===== src/rtl/hecc_pkg.sv =====
package hecc_pkg;
  // bit-index weights inside one byte
  localparam int COL_W    = 3;
  localparam int RES_W    = 32;
  localparam int ODD_BASE = 16;
  localparam int CODE_W   = 24;

  function automatic logic [CODE_W-1:0] pack_code(input logic [RES_W-1:0] r);
    return {r[27:24], r[11:8], r[23:16], r[7:0]};
  endfunction
endpackage


===== src/rtl/hecc_lane.sv =====
module hecc_lane #(
  parameter int LINE_W = 9,
  localparam int NP = hecc_pkg::COL_W + LINE_W
) (
  input  logic [7:0]        byte_i,
  input  logic [LINE_W-1:0] addr_i,
  input  logic              en_i,
  output logic [NP-1:0]     ev_o,
  output logic [NP-1:0]     od_o
);
  import hecc_pkg::*;

  logic [COL_W-1:0] col_ev, col_od;
  logic             row_par;

  assign row_par = ^byte_i;

  always_comb begin
    col_ev = '0;
    col_od = '0;
    for (int k = 0; k < COL_W; k++) begin
      for (int b = 0; b < 8; b++) begin
        if (((b >> k) & 1) == 1) col_od[k] = col_od[k] ^ byte_i[b];
        else                     col_ev[k] = col_ev[k] ^ byte_i[b];
      end
    end
  end

  assign ev_o[COL_W-1:0] = en_i ? col_ev : '0;
  assign od_o[COL_W-1:0] = en_i ? col_od : '0;

  for (genvar k = 0; k < LINE_W; k++) begin : g_line
    assign ev_o[COL_W+k] = en_i & row_par & ~addr_i[k];
    assign od_o[COL_W+k] = en_i & row_par &  addr_i[k];
  end
endmodule


===== src/rtl/hecc_count.sv =====
module hecc_count #(
  parameter int BLOCK_BYTES = 512,
  localparam int LINE_W = $clog2(BLOCK_BYTES),
  localparam int CNT_W  = LINE_W + 1
) (
  input  logic              clk,
  input  logic              rst,
  input  logic              clr_i,
  input  logic              stb_i,
  input  logic              wide_i,
  output logic [LINE_W-1:0] addr0_o,
  output logic [LINE_W-1:0] addr1_o,
  output logic              en0_o,
  output logic              en1_o,
  output logic              done_o
);
  localparam logic [CNT_W-1:0] BLK = CNT_W'(BLOCK_BYTES);

  logic [CNT_W-1:0] cnt_q, cnt_nx;
  logic             done_q;

  assign en0_o   = stb_i & ~done_q & ~clr_i;
  assign en1_o   = en0_o & wide_i & ((cnt_q + CNT_W'(1)) < BLK);
  assign addr0_o = cnt_q[LINE_W-1:0];
  assign addr1_o = cnt_q[LINE_W-1:0] + LINE_W'(1);
  assign cnt_nx  = cnt_q + CNT_W'(en0_o) + CNT_W'(en1_o);
  assign done_o  = done_q;

  always_ff @(posedge clk) begin
    if (rst || clr_i) begin
      cnt_q  <= '0;
      done_q <= 1'b0;
    end else begin
      cnt_q  <= cnt_nx;
      done_q <= (cnt_nx == BLK);
    end
  end


  cnt_bound_chk: assert property (@(posedge clk) disable iff (rst)
    cnt_q <= BLK);


  done_rise_chk: assert property (@(posedge clk) disable iff (rst)
    $rose(done_q) |-> $past(en0_o));


  done_hold_chk: assert property (@(posedge clk) disable iff (rst)
    (done_q && !clr_i) |=> done_q);
endmodule


===== src/rtl/hecc_acc.sv =====
module hecc_acc #(
  parameter int NP    = 12,
  parameter int NLANE = 2
) (
  input  logic                       clk,
  input  logic                       rst,
  input  logic                       clr_i,
  input  logic                       any_en_i,
  input  logic [NLANE-1:0][NP-1:0]   ev_add_i,
  input  logic [NLANE-1:0][NP-1:0]   od_add_i,
  output logic [NP-1:0]              ev_o,
  output logic [NP-1:0]              od_o
);
  logic [NP-1:0] ev_q, od_q, ev_sum, od_sum;

  always_comb begin
    ev_sum = '0;
    od_sum = '0;
    for (int l = 0; l < NLANE; l++) begin
      ev_sum = ev_sum ^ ev_add_i[l];
      od_sum = od_sum ^ od_add_i[l];
    end
  end

  always_ff @(posedge clk) begin
    if (rst || clr_i) begin
      ev_q <= '0;
      od_q <= '0;
    end else begin
      ev_q <= ev_q ^ ev_sum;
      od_q <= od_q ^ od_sum;
    end
  end

  assign ev_o = ev_q;
  assign od_o = od_q;


  clear_chk: assert property (@(posedge clk) disable iff (rst)
    clr_i |=> (ev_q == '0 && od_q == '0));


  frozen_chk: assert property (@(posedge clk) disable iff (rst)
    (!any_en_i && !clr_i) |=> ($stable(ev_q) && $stable(od_q)));

  // every even/odd pair sums to the same total parity
  pair_sum_chk: assert property (@(posedge clk) disable iff (rst)
    ((ev_q ^ od_q) == '0) || ((ev_q ^ od_q) == '1));
endmodule


===== src/rtl/hecc_gen.sv =====
module hecc_gen #(
  parameter int BLOCK_BYTES = 512,
  parameter int CTL_W       = 16,
  parameter int CLR_BIT     = 8
) (
  input  logic        clk,
  input  logic        rst,
  input  logic        ctl_we_i,
  input  logic [15:0] ctl_i,
  input  logic        stb_i,
  input  logic        wide_i,
  input  logic [15:0] data_i,
  output logic [31:0] result_o,
  output logic [23:0] code_o,
  output logic        done_o
);
  import hecc_pkg::*;

  localparam int LINE_W = $clog2(BLOCK_BYTES);
  localparam int NP     = COL_W + LINE_W;
  localparam int NLANE  = 2;

  logic                     clr;
  logic [NLANE-1:0]         lane_en;
  logic [LINE_W-1:0]        lane_addr [NLANE];
  logic [NLANE-1:0][NP-1:0] lane_ev, lane_od;
  logic [NP-1:0]            acc_ev, acc_od;

  assign clr = ctl_we_i & ctl_i[CLR_BIT];

  hecc_count #(.BLOCK_BYTES(BLOCK_BYTES)) u_count (
    .clk     (clk),
    .rst     (rst),
    .clr_i   (clr),
    .stb_i   (stb_i),
    .wide_i  (wide_i),
    .addr0_o (lane_addr[0]),
    .addr1_o (lane_addr[1]),
    .en0_o   (lane_en[0]),
    .en1_o   (lane_en[1]),
    .done_o  (done_o)
  );

  for (genvar l = 0; l < NLANE; l++) begin : g_lane
    hecc_lane #(.LINE_W(LINE_W)) u_lane (
      .byte_i (data_i[8*l +: 8]),
      .addr_i (lane_addr[l]),
      .en_i   (lane_en[l]),
      .ev_o   (lane_ev[l]),
      .od_o   (lane_od[l])
    );
  end

  hecc_acc #(.NP(NP), .NLANE(NLANE)) u_acc (
    .clk      (clk),
    .rst      (rst),
    .clr_i    (clr),
    .any_en_i (|lane_en),
    .ev_add_i (lane_ev),
    .od_add_i (lane_od),
    .ev_o     (acc_ev),
    .od_o     (acc_od)
  );

  always_comb begin
    result_o = '0;
    result_o[NP-1:0]             = acc_ev;
    result_o[ODD_BASE +: NP]     = acc_od;
  end

  assign code_o = pack_code(result_o);


  spare_zero_chk: assert property (@(posedge clk) disable iff (rst)
    (result_o[15:12] == 4'h0) && (result_o[31:28] == 4'h0));
endmodule


===== config.mk =====
export PLATFORM = sky130hd
export DESIGN_NAME = hecc_gen
export DESIGN_NICKNAME = d
export VERILOG_FILES = /design/src/rtl/hecc_pkg.sv /design/src/rtl/hecc_lane.sv /design/src/rtl/hecc_count.sv /design/src/rtl/hecc_acc.sv /design/src/rtl/hecc_gen.sv
export SDC_FILE = /design/constraint.sdc
export NUM_CORES = 1
export LEC_CHECK = 0
export BUFFER_PORTS_ARGS = -buffer_cell sky130_fd_sc_hd__clkbuf_2
export CAP_MARGIN = 20
export CORE_MARGIN = 2
export CORE_UTILIZATION = 35
export DETAILED_ROUTE_END_ITERATION = 10
export GPL_ROUTABILITY_DRIVEN = 0
export GPL_TIMING_DRIVEN = 0
export PLACE_DENSITY = 0.73
export SETUP_SLACK_MARGIN = 0.02
export SYNTH_ARGS = -nofsm -noshare
export SYNTH_HDL_FRONTEND = slang
export SYNTH_SLANG_ARGS = --single-unit
export TNS_END_PERCENT = 10

===== constraint.sdc =====
create_clock -name clk -period 2.8 [get_ports clk]
set_input_delay 0 -clock clk [delete_from_list [all_inputs] [get_ports clk]]
set_output_delay 0 -clock clk [all_outputs]
set_load 0.01 [all_outputs]

-- After elaboration in Yosys (flattened, before gate mapping)
Index checks and enable logic that the tools add are counted.
Widths: inputs -> output; s select.
- output and inout bits: 57
- register bits after elaboration: 35
- input bits: 37
- logic and storage cells: 118
- eq/ne operators: 1
- bitwise operators: 101
- add/sub/neg operators: 4
- order comparisons: 1
- muxes and demuxes: 4
- reduce and logical (&&, ||, !) cells: 3
- operators with widths (operator ; number):
    $xor 12x12->12 ; 4
    $and 1x1->1 ; 43
    $xor 1x1->1 ; 34
    $add 10x1->10 ; 2
    $not 1->1 ; 20
    $reduce_xor 8->1 ; 2
    $mux 3 ; 4
    $add 10x1->10 const B ; 1
    $eq 10x10->1 const B ; 1
    $lt 10x10->1 const B ; 1
    $add 9x1->9 const B ; 1
    $logic_or 1x1->1 ; 1

-- Longest topological paths before layout
Gate-level depths: netlist of run 1.
- depth in word-level cells: 9
- mapped depth: 13

-- Hierarchy
Synthesis of run 1 repeated with hierarchy kept, for this count alone.
- cell total of the unflattened synthesis: 311
- area total of the unflattened synthesis: 2972.9 sq um
- by module, submodules not included (module ; cells each ; times used ; seq. area each (sq um) ; area each (sq um)):
    hecc_acc ; 76 ; 1 ; 480.5 ; 1218.7
    hecc_count ; 98 ; 1 ; 220.2 ; 819.5
    hecc_lane ; 51 ; 2 ; 0.0 ; 339.1
    hecc_gen ; 35 ; 1 ; 0.0 ; 256.5

-- Least setup slack after synthesis of run 1
OpenSTA, ideal clock, no wires.
- path type: register to register
- start: register u_count.cnt_q[0]
- end: register u_count.done_q (netlist: u_count.done_o)
- path buffers: 0
- arrival: 2620 ps
- clock period less this slack: 2698 ps
- slack: 102 ps
- cell stages (with the launch flop): 13
- cells stage by stage: dfxtp_1 > nand3_2 > or4_4 > nand4_4 > inv_1 > fa_1 > ha_1 > nand2_1 > nand3_1 > o21a_1 > o22ai_1 > o2111ai_1 > nor3_1
- word-level cells in the longest chain between the ends: 5
- RTL lines (item ; line ; source):
    start: declaration ; hecc_count.sv:19 ; logic [CNT_W-1:0] cnt_q, cnt_nx;
    start signal: assignment ; hecc_count.sv:34 ; cnt_q <= cnt_nx;
    $add 10x1->10 ; hecc_count.sv:23 ; assign en1_o = en0_o & wide_i & ((cnt_q + CNT_W'(1)) < BLK);
    $lt 10x10->1 ; hecc_count.sv:23 ;
    $and 1x1->1 ; hecc_count.sv:23 ;
    $add 10x1->10 (*) ; hecc_count.sv:26 ; assign cnt_nx = cnt_q + CNT_W'(en0_o) + CNT_W'(en1_o);
    $eq 10x10->1 (*) ; hecc_count.sv:35 ; done_q <= (cnt_nx == BLK);
    end signal: assignment ; hecc_count.sv:35 ;
    end: declaration ; hecc_count.sv:20 ; logic done_q;
Every way passes the cells marked *; elsewhere a longest branch is shown, timed or not.
A chain may end at the register's enable or synchronous reset.

-- Worst setup path in the final report of run 1
- start: register u_count.cnt_q[2]
- end: register u_count.done_q (netlist: u_count.done_o)
Same word-level chain as after synthesis.

==> impl_metrics.env, run 1 <==
export IMPL_yosysUniqueCellTypes=39
export IMPL_final_hold_viol_count=0
export IMPL_final_common_cell="clkbuf_2"
export IMPL_die_x_um=89.4
export IMPL_syn_avg_cell_area_um2=8.10
export IMPL_ys_ff_latch=35
export IMPL_drt_initial_drc_count=117
export IMPL_core_area_um2=7140
export IMPL_setup_viol=0
export IMPL_grt_max_degree=11
export IMPL_drt_pass1_iter_count=4
export IMPL_postLayoutCellArea_um2=3240
export IMPL_htreeDepth=2
export IMPL_dieHeight_um=89.4
export IMPL_critPathKind="register to register"
export IMPL_grtUsageTotal_pct=15.0
export IMPL_wirelength_mm=5.90
export IMPL_worstReg2RegStart="u_count.cnt_q[2]$_SDFF_PP0_"
export IMPL_critPathMaxFanout=6
export IMPL_finClkSkew_ns=0.00643
export IMPL_synth_flop_cell="dfxtp_1"
export IMPL_grt_pass1_vias=2030
export IMPL_drcViolationCount=0
export IMPL_layout_drive_gt1_share_pct=34.0
export IMPL_start_util_pct=35.7
export IMPL_cts_tree="yes"
export IMPL_cp_end_kind="register"
export IMPL_clk_insertion_delay_late_ns=0.29
export IMPL_maxSlewHeadroom_pct=50.6
export IMPL_tns_ns=0
export IMPL_ctsLongestPathBuffers=2
export IMPL_min_period_ns=2.67
export IMPL_place_hpwl_mm=4.42
export IMPL_rsz0062_at_grt="no"
export IMPL_hold_path_class="input pin to register"
export IMPL_grt_overflow=0
export IMPL_place_port_buffers=70
export IMPL_fmax_ghz=0.374
export IMPL_powerDensity_nw_per_um2=478
export IMPL_clkSlewWorstSetupHoldPaths_ns=0.07
export IMPL_area_growth_pct=27.1
export IMPL_p_total_mw=1.55
export IMPL_crit_start="u_count.cnt_q[2]$_SDFF_PP0_"
export IMPL_outcome="finished clean"
export IMPL_start_kind="register"
export IMPL_synth_seq_area_share_pct=27.5
export IMPL_num_vias=2300
export IMPL_period_share_pct=95.5
export IMPL_clock_sinks=35
export IMPL_synth_area_um2=2550
export IMPL_hp_start="rst"
export IMPL_drv_slew=0
export IMPL_syn_inst=315
export IMPL_grt_first_pass_wirelength_mm=9.30
export IMPL_crit_arrival_ns=2.89
export IMPL_viasPerCell=4.58
export IMPL_cts_buffers=5
export IMPL_ys_warn_count=0
export IMPL_placed_area_um2=3050
export IMPL_tightest_slew_ns=0.741
export IMPL_wl_per_cell_um=11.8
export IMPL_io_pins=94
export IMPL_most_common_layout_cells="clkbuf_2 (71), xnor2_1 (63), nor2_1 (47)"
export IMPL_die_area_um2=7990
export IMPL_synth_async_reset_ratio_pct=0
export IMPL_holdWs_ns=0.148
export IMPL_p_leak_nw=1.40
export IMPL_final_antenna_net_count=0
export IMPL_nets=442
export IMPL_maxCapViolCount=0
export IMPL_rows=31
export IMPL_antenna_found_initial=0
export IMPL_cts_root_buffer="clkbuf_8"
export IMPL_num_antenna_cells=0
export IMPL_cp_required_ns=3.02
export IMPL_synth_edf_count=0
export IMPL_ir_drop_v=0.000188
-- sequential cells by signal (all words and copies together) (netlist names) --
register	cells
u_count.done_o	1
u_acc.od_o	12
u_acc.ev_o	12
u_count.cnt_q	10
-- worst paths after layout --
path         slack (ns)  depth (start not counted)                   endpoint
min                0.15                          4  u_acc.od_o[10]$_SDFF_PP0_
max reg2reg        0.13                         11  u_count.done_o$_SDFF_PP0_
max                0.13                         11  u_count.done_o$_SDFF_PP0_
min reg2reg        0.50                          2  u_acc.ev_o[10]$_SDFF_PP0_
-- where the power goes --
part	switching [mW]	leakage, nW	internal [mW]
clock	0.182	0.0422	0.175
sequential	0.0452	0.286	0.541
combinational	0.312	1.07	0.296
-- per-layer routing --
metal	share of wire, %	GRT usage, %
met1	44	18.6
met2	49	25.5
met3	6.4	3.79
met4	1.1	5.16
met5	0	0
-- timing repair --
item	in CTS	in global routing
endpoints found under the setup margin	4	1
hold buffers	0	0
buffers inserted	2	1
pin swaps	2	2
gates resized for setup	8	18
-- layout make-up --
type / count / area (µm²)
buffer: 45 / 318
clock buffer: 7 / 76.3
clock inverter: 1 / 5.00
fill: 739 / 3890
inverter: 5 / 21.3
multi-input combinational: 237 / 1620
sequential: 35 / 706
tap: 99 / 124
timing repair buffer: 73 / 373
-- worst max-delay path: stages, from the launching register on --
cell       delay, ns
dfxtp_1         0.45
nand3_4         0.14
or4_4           0.51
nand4_4         0.08
inv_1           0.06
fa_2            0.44
ha_4            0.21
nand2_4         0.08
nor2_1          0.06
xnor2_1         0.25
o2111ai_2       0.18
nor3_2          0.14
-- cell families after synthesis --
group | share of synthesized area (%)
simple gates | 22.2
xor+xnor | 25.7
buf+inv | 12.6
flops | 27.5
compound gates | 7.31
mux | 2.75
fa+ha+maj | 1.77
other cells | 0.147
-- Yosys cell counts (2+ instances only) --
cell       instances  share of area, %
o21ai_0            8               1.6
a21oi_1            5              0.98
dfxtp_1           35                27
buf_2              5              0.98
or4_1              2              0.59
xor2_1            12               4.1
ha_1               2              0.98
mux2i_1            7               2.7
and3_1             2              0.49
clkbuf_1           6              0.88
inv_1              4              0.59
nand2_1           20               2.9
nand2b_1           5               1.2
nand3_1           17               3.3
o2111ai_1          2              0.69
o21a_1             2              0.59
xnor2_1           63                22
nor2_1            47               6.9
nand4_1            2              0.49
a22oi_1            4               1.2
buf_4             34                10
and2_1             2              0.49
or3_1              4              0.98
nor3_1            10               2.0
-- metrics by stage --
stage | std cells | util, % | worst slack [ns]
floorplan | 322 | - | 0.102
global placement | 491 | 42.8 | -0.254
detailed placement | 491 | 42.8 | -0.273
CTS | 501 | 44.4 | 0.0305
global route | 502 | 45.4 | 0.00127
finish | 502 | 45.4 | 0.126
Note: power is estimated with default switching activity, not from simulation.
==> inputs of run 2 (changes only) <==
--- a/config.mk
+++ b/config.mk
@@ -5,6 +5,7 @@
 export SDC_FILE = /design/constraint.sdc
 export NUM_CORES = 1
 export LEC_CHECK = 0
+export ABC_AREA = 1
 export BUFFER_PORTS_ARGS = -buffer_cell sky130_fd_sc_hd__clkbuf_2
 export CAP_MARGIN = 20
 export CORE_MARGIN = 2
@@ -12,7 +13,7 @@
 export DETAILED_ROUTE_END_ITERATION = 10
 export GPL_ROUTABILITY_DRIVEN = 0
 export GPL_TIMING_DRIVEN = 0
-export PLACE_DENSITY = 0.73
+export PLACE_DENSITY = 0.71
 export SETUP_SLACK_MARGIN = 0.02
 export SYNTH_ARGS = -nofsm -noshare
 export SYNTH_HDL_FRONTEND = slang
==> run 2 against run 1 <==
Compared with the run above:
- hold slack got worse by 0.12 ns
- largest cell class unchanged
- register-to-register slack gained 0.16 ns
- flip-flop and latch count unchanged
- critical endpoint unchanged
- largest power group is now sequential cells
- highest routed layer unchanged
- critical path depth rose by 6
- utilization is 0.98 points lower
- die area rose by 17%
==> impl_metrics.env, run 2 <==
export IMPL_grt_max_degree=12
export IMPL_cts_root_buffer="clkbuf_8"
export IMPL_p_leak_nw=1.89
export IMPL_ys_ff_latch=35
export IMPL_fmax_ghz=0.398
export IMPL_maxCapViolCount=0
export IMPL_finClkSkew_ns=0.0122
export IMPL_place_hpwl_mm=5.65
export IMPL_ctsLongestPathBuffers=2
export IMPL_start_kind="register"
export IMPL_yosys_top_cells_count="nand2_1 (125), inv_1 (59), nor2_1 (50)"
export IMPL_swShare_pct=33.1
export IMPL_core_area_um2=8300
export IMPL_nets=601
export IMPL_syn_inst=473
export IMPL_cts_tree="yes"
export IMPL_comb_power_share_pct=31.7
export IMPL_cts_buffers=5
export IMPL_synth_flop_cell="dfxtp_1"
export IMPL_ir_drop_v=0.000215
export IMPL_num_antenna_cells=0
export IMPL_p_int_mw=1.02
export IMPL_period_share_pct=89.7
export IMPL_grt_first_pass_wirelength_mm=12.1
export IMPL_hold_path_class="input pin to register"
export IMPL_drt_initial_drc_count=130
export IMPL_clock_sinks=35
export IMPL_clockPowerShare_pct=31.7
export IMPL_cts_hold_buf=0
export IMPL_place_port_buffers=70
export IMPL_final_hold_viol_count=0
export IMPL_die_area_um2=9360
export IMPL_ys_warn_count=0
export IMPL_rows=33
export IMPL_htreeDepth=2
export IMPL_dieHeight_um=96.8
export IMPL_synth_area_um2=3010
export IMPL_antenna_found_initial=0
export IMPL_wl_per_cell_um=10.7
export IMPL_num_vias=3067
export IMPL_grt_overflow=0
export IMPL_setup_viol=0
export IMPL_yosysTopAreaCell="dfxtp_1"
export IMPL_area_growth_pct=22.5
export IMPL_drcViolationCount=0
export IMPL_drv_slew=0
export IMPL_io_pins=94
export IMPL_powerDensity_nw_per_um2=414
export IMPL_outcome="finished clean"
export IMPL_synth_edf_count=0
export IMPL_clk_insertion_delay_late_ns=0.30
export IMPL_rsz0062_at_grt="no"
export IMPL_syn_avg_cell_area_um2=6.37
export IMPL_synth_async_reset_ratio_pct=0
export IMPL_start_util_pct=36.3
export IMPL_clkSlewWorstSetupHoldPaths_ns=0.08
export IMPL_die_x_um=96.8
export IMPL_critPathMaxFanout=10
export IMPL_final_common_cell="nand2_1"
export IMPL_post_synth_top_count_cell="nand2_1"
export IMPL_drt_pass1_iter_count=5
export IMPL_holdWs_ns=0.0282
export IMPL_tns_ns=0
export IMPL_crit_arrival_ns=2.73
export IMPL_synth_seq_area_share_pct=23.3
export IMPL_final_antenna_net_count=0
export IMPL_critPathKind="register to register"
export IMPL_p_seq_share_pct=36.6
export IMPL_cp_end_kind="register"
export IMPL_wirelength_mm=7.16
export IMPL_r2r_slack_ns=0.29
export IMPL_yosysTopAreaCellShare_pct=23.3
export IMPL_layout_drive_gt1_share_pct=28.6
export IMPL_yosysUniqueCellTypes=33
export IMPL_synthTopCellsByArea="dfxtp_1 (23%), nand2_1 (16%), buf_4 (8.7%)"
export IMPL_most_common_layout_cells="nand2_1 (125), clkbuf_2 (70), inv_1 (59)"
export IMPL_min_period_ns=2.51
export IMPL_viasPerCell=4.60
export IMPL_grt_pass1_vias=2816
export IMPL_grtUsageTotal_pct=15.1
export IMPL_switching_power_mw=0.505
export IMPL_cp_required_ns=3.02
==> run 2: cell count changes after synthesis, sizes merged, moves of 5 or more <==
cell / previous run / this run
nor2: 47 / 52
xnor2: 63 / 14
nand4: 4 / 19
a21oi: 6 / 24
nand2b: 5 / 0
inv: 5 / 63
mux2i: 7 / 0
nand2: 20 / 129
nor3: 10 / 1
nand3: 18 / 60
==> run 2: final timing paths <==
| kind | from | to | depth (start not counted) |
|---|---|---|---|
| worst max-delay path | u_count.cnt_q[2]$_SDFF_PP0_ | u_count.done_o$_SDFF_PP0_ | 17 |
| worst min-delay path | rst | u_acc.ev_o[0]$_SDFF_PP0_ | 4 |
| worst max register to register | u_count.cnt_q[2]$_SDFF_PP0_ | u_count.done_o$_SDFF_PP0_ | 17 |
| worst min register to register | u_count.cnt_q[9]$_SDFF_PP0_ | u_count.cnt_q[9]$_SDFF_PP0_ | 2 |
==> run 2: cells by family (layout without fill, tap and decap cells) <==
| group | count (synthesis) | in the layout | share of synthesized area (%) |
|---|---|---|---|
| and+or+nand+nor | 267 | 267 | 42.3 |
| buffers and inverters | 109 | 191 | 19.5 |
| DFF | 35 | 35 | 23.3 |
| AOI/OAI and AO/OA | 29 | 29 | 4.90 |
| xor gates and xnor gates | 29 | 29 | 8.43 |
| adders and majority gates | 3 | 3 | 1.50 |
| other | 1 | 8 | 0.125 |
==> run 2: final cells by class <==
type	instances	area (µm²)
plain buffers	46	343
clock inverters	2	35.0
fillers	849	4610
repair buffers	74	380
multi-input cells	336	1770
clock buffers	6	82.6
well taps	105	131
inverters	63	246
flip-flops and latches	35	704
==> run 2: repair_timing <==
item / CTS / global route
hold endpoints to repair: 0 / 0
resized for setup: 0 / 8
setup buffers: 0 / 4
endpoints found under the setup margin: 0 / 1
==> run 2: power by group through the flow <==
stage	Sequential [mW]	Combinational (mW)	Clock, mW
CTS	0.559	0.478	0.489
global placement	0.569	0.464	0
finish	0.559	0.483	0.483
detailed placement	0.570	0.476	0
floorplan	0.576	0.332	0
global route	0.564	0.540	0.513
==> run 2: stage by stage <==
step / util, % / std cells / power (mW) / area [µm²] / setup slack (ns)
6_report: 44.4 / 667 / 1.53 / 3690 / 0.288
2_1_floorplan: - / 480 / 0.908 / 3040 / 0.464
3_5_place_dp: 42.4 / 655 / 1.05 / 3520 / 0.200
4_1_cts: 43.8 / 663 / 1.53 / 3640 / 0.169
5_1_grt: 44.4 / 667 / 1.62 / 3690 / 0.0673
3_3_place_gp: 42.4 / 655 / 1.03 / 3520 / 0.213
==> run 2: worst max-delay path, cell delays in order (launching register included) <==
cell and delay, ns:
dfxtp_1 0.31, buf_4 0.17, nand3_2 0.13, inv_2 0.11, nand3_2 0.07, nand2_2 0.08, nand3_4 0.10, inv_8 0.09
buf_12 0.14, fa_2 0.22, ha_2 0.21, nand3_1 0.12, nor2_2 0.17, nand2_1 0.08, xor2_1 0.14, inv_1 0.08
nand3_1 0.08, nor2_1 0.13
==> run 2: routing by layer <==
layer	vias up	share of wire [%]	track usage [%]
met3	7	5.2	2.31
met1	1349	44	18.1
met4	0	1.1	5.42
met2	83	50	27.1
met5	-	0	0
li1	1628	-	-
==> inputs of run 3 (changes only) <==
--- a/config.mk
+++ b/config.mk
@@ -13,7 +13,7 @@
 export DETAILED_ROUTE_END_ITERATION = 10
 export GPL_ROUTABILITY_DRIVEN = 0
 export GPL_TIMING_DRIVEN = 0
-export PLACE_DENSITY = 0.71
+export PLACE_DENSITY = 0.61
 export SETUP_SLACK_MARGIN = 0.02
 export SYNTH_ARGS = -nofsm -noshare
 export SYNTH_HDL_FRONTEND = slang
==> run 3 against run 2 <==
Compared with the run above:
- highest routed layer unchanged
- largest cell class unchanged
- die area unchanged
- critical path depth decreased by 1
- register-to-register slack got worse by 0.05 ns
- clock-buffer cell count increased by 2
- via count decreased by 1.2%
- total power decreased by 4.3%
- worst setup slack got worse by 0.050 ns
- clock skew decreased by 0.0050 ns
- largest power group unchanged
==> impl_metrics.env, run 3 (synthesized netlist as in run 2, its figures left out) <==
export IMPL_io_pins=94
export IMPL_die_area_um2=9360
export IMPL_final_common_cell="nand2_1"
export IMPL_critPathMaxFanout=10
export IMPL_wl_per_cell_um=10.9
export IMPL_grt_first_pass_wirelength_mm=12.2
export IMPL_period_share_pct=91.5
export IMPL_grtUsageTotal_pct=15.5
export IMPL_maxCapViolCount=0
export IMPL_ir_drop_v=0.000172
export IMPL_max_stage_delay_ns=0.40
export IMPL_path_cells="buf_4 > inv_4 > nor2_8 > nand4_1 > nand3_4 > inv_6 > buf_12 > fa_1 > ha_1 > nand3_2 > nor2_2 > nand2_1 > xor2_1 > inv_1 > nand3_1 > nor2_1"
export IMPL_nets=600
export IMPL_num_vias=3030
export IMPL_drt_initial_drc_count=172
export IMPL_clockPowerShare_pct=28.6
export IMPL_setup_viol=0
export IMPL_antenna_found_initial=0
export IMPL_hold_path_class="input pin to register"
export IMPL_die_x_um=96.8
export IMPL_crit_family="simple AND/OR/NAND/NOR gates"
export IMPL_tns_ns=0
export IMPL_p_total_mw=1.46
export IMPL_outcome="finished clean"
export IMPL_final_hold_viol_count=0
export IMPL_r2r_slack_ns=0.24
export IMPL_drt_pass1_iter_count=4
export IMPL_drcViolationCount=0
export IMPL_cts_buffers=5
export IMPL_cts_tree="yes"
export IMPL_core_area_um2=8300
export IMPL_grt_max_degree=11
export IMPL_fmax_ghz=0.390
export IMPL_cp_end_kind="register"
export IMPL_swShare_pct=34.6
export IMPL_switching_power_mw=0.504
export IMPL_viasPerCell=4.55
export IMPL_min_period_ns=2.56
export IMPL_most_common_layout_cells="nand2_1 (125), clkbuf_2 (70), inv_1 (59)"
export IMPL_p_leak_nw=1.88
export IMPL_place_hpwl_mm=5.76
export IMPL_area_growth_pct=21.3
export IMPL_final_antenna_net_count=0
export IMPL_crit_arrival_ns=2.75
export IMPL_ctsLongestPathBuffers=2
export IMPL_comb_power_share_pct=33.1
export IMPL_start_util_pct=36.3
export IMPL_place_port_buffers=70
export IMPL_grt_overflow=0
export IMPL_grt_pass1_vias=2708
export IMPL_layout_drive_gt1_share_pct=28.0
export IMPL_cp_required_ns=2.98
export IMPL_rows=33
export IMPL_start_kind="register"
export IMPL_p_int_mw=0.955
export IMPL_num_antenna_cells=0
export IMPL_slowest_stage="fa_1"
export IMPL_p_seq_share_pct=38.3
export IMPL_powerDensity_nw_per_um2=400
export IMPL_crit_buf_inv=5
export IMPL_critPathKind="register to register"
export IMPL_clock_sinks=35
export IMPL_drv_slew=0
export IMPL_finClkSkew_ns=0.00722
export IMPL_rsz0062_at_grt="no"
export IMPL_dieHeight_um=96.8
export IMPL_holdWs_ns=0.0419
export IMPL_clkSlewWorstSetupHoldPaths_ns=0.07
export IMPL_htreeDepth=2
export IMPL_cts_root_buffer="clkbuf_8"
export IMPL_wirelength_mm=7.29
export IMPL_clk_insertion_delay_late_ns=0.29
==> run 3: final cells by class <==
class                   instances  area [µm²]
plain buffers                  46         343
clock buffers                   8         100
fillers                       874        4650
inverters                      63         244
multi-input cells             336        1760
flip-flops and latches         35         704
well taps                     105         131
repair buffers                 73         373
==> run 3: per-stage QoR <==
step | utilization (%) | cell area (µm²) | worst slack, ns | std cells
3_3_place_gp | 42.4 | 3520 | 0.185 | 655
4_1_cts | 43.6 | 3620 | 0.0928 | 663
2_1_floorplan | - | 3040 | 0.464 | 480
3_5_place_dp | 42.4 | 3520 | 0.125 | 655
5_1_grt | 44.0 | 3650 | 0.0177 | 666
6_report | 44.0 | 3650 | 0.238 | 666
==> run 3: routing by layer <==
layer  up-vias  share of wire (%)  track usage (%)
met5         -                  0                0
met4         0                1.0             4.12
met3         6                3.8             2.46
met2        48                 49             27.1
met1      1349                 46             19.6
li1       1627                  -                -
==> run 3: path summary, 6_finish.rpt <==
kind,end,depth (start not counted),startpoint
worst min register to register,u_count.cnt_q[9]$_SDFF_PP0_,2,u_count.cnt_q[9]$_SDFF_PP0_
worst max register to register,u_count.done_o$_SDFF_PP0_,16,u_count.cnt_q[3]$_SDFF_PP0_
worst min-delay path,u_acc.ev_o[0]$_SDFF_PP0_,4,rst
worst max-delay path,u_count.done_o$_SDFF_PP0_,16,u_count.cnt_q[3]$_SDFF_PP0_
==> run 3: repair_timing <==
action                     in CTS  in global routing
setup endpoints to repair       0                  3
hold buffers                    0                  0
setup buffers                   0                  3
gates resized for setup         0                  5
==> run 3: power groups by stage <==
stage               registers [mW]  logic [mW]  clock network, mW
floorplan                    0.576       0.332                  0
global placement             0.569       0.469                  0
detailed placement           0.570       0.480                  0
CTS                          0.559       0.483              0.432
global route                 0.565       0.539              0.448
finish                       0.560       0.483              0.417
==> run 3: tightest hold or removal path: cells and delay by family <==
family | cells | cell delay (ns)
buf+inv | 1 | 0.08
simple gates | 2 | 0.12
compound gates | 1 | 0.09
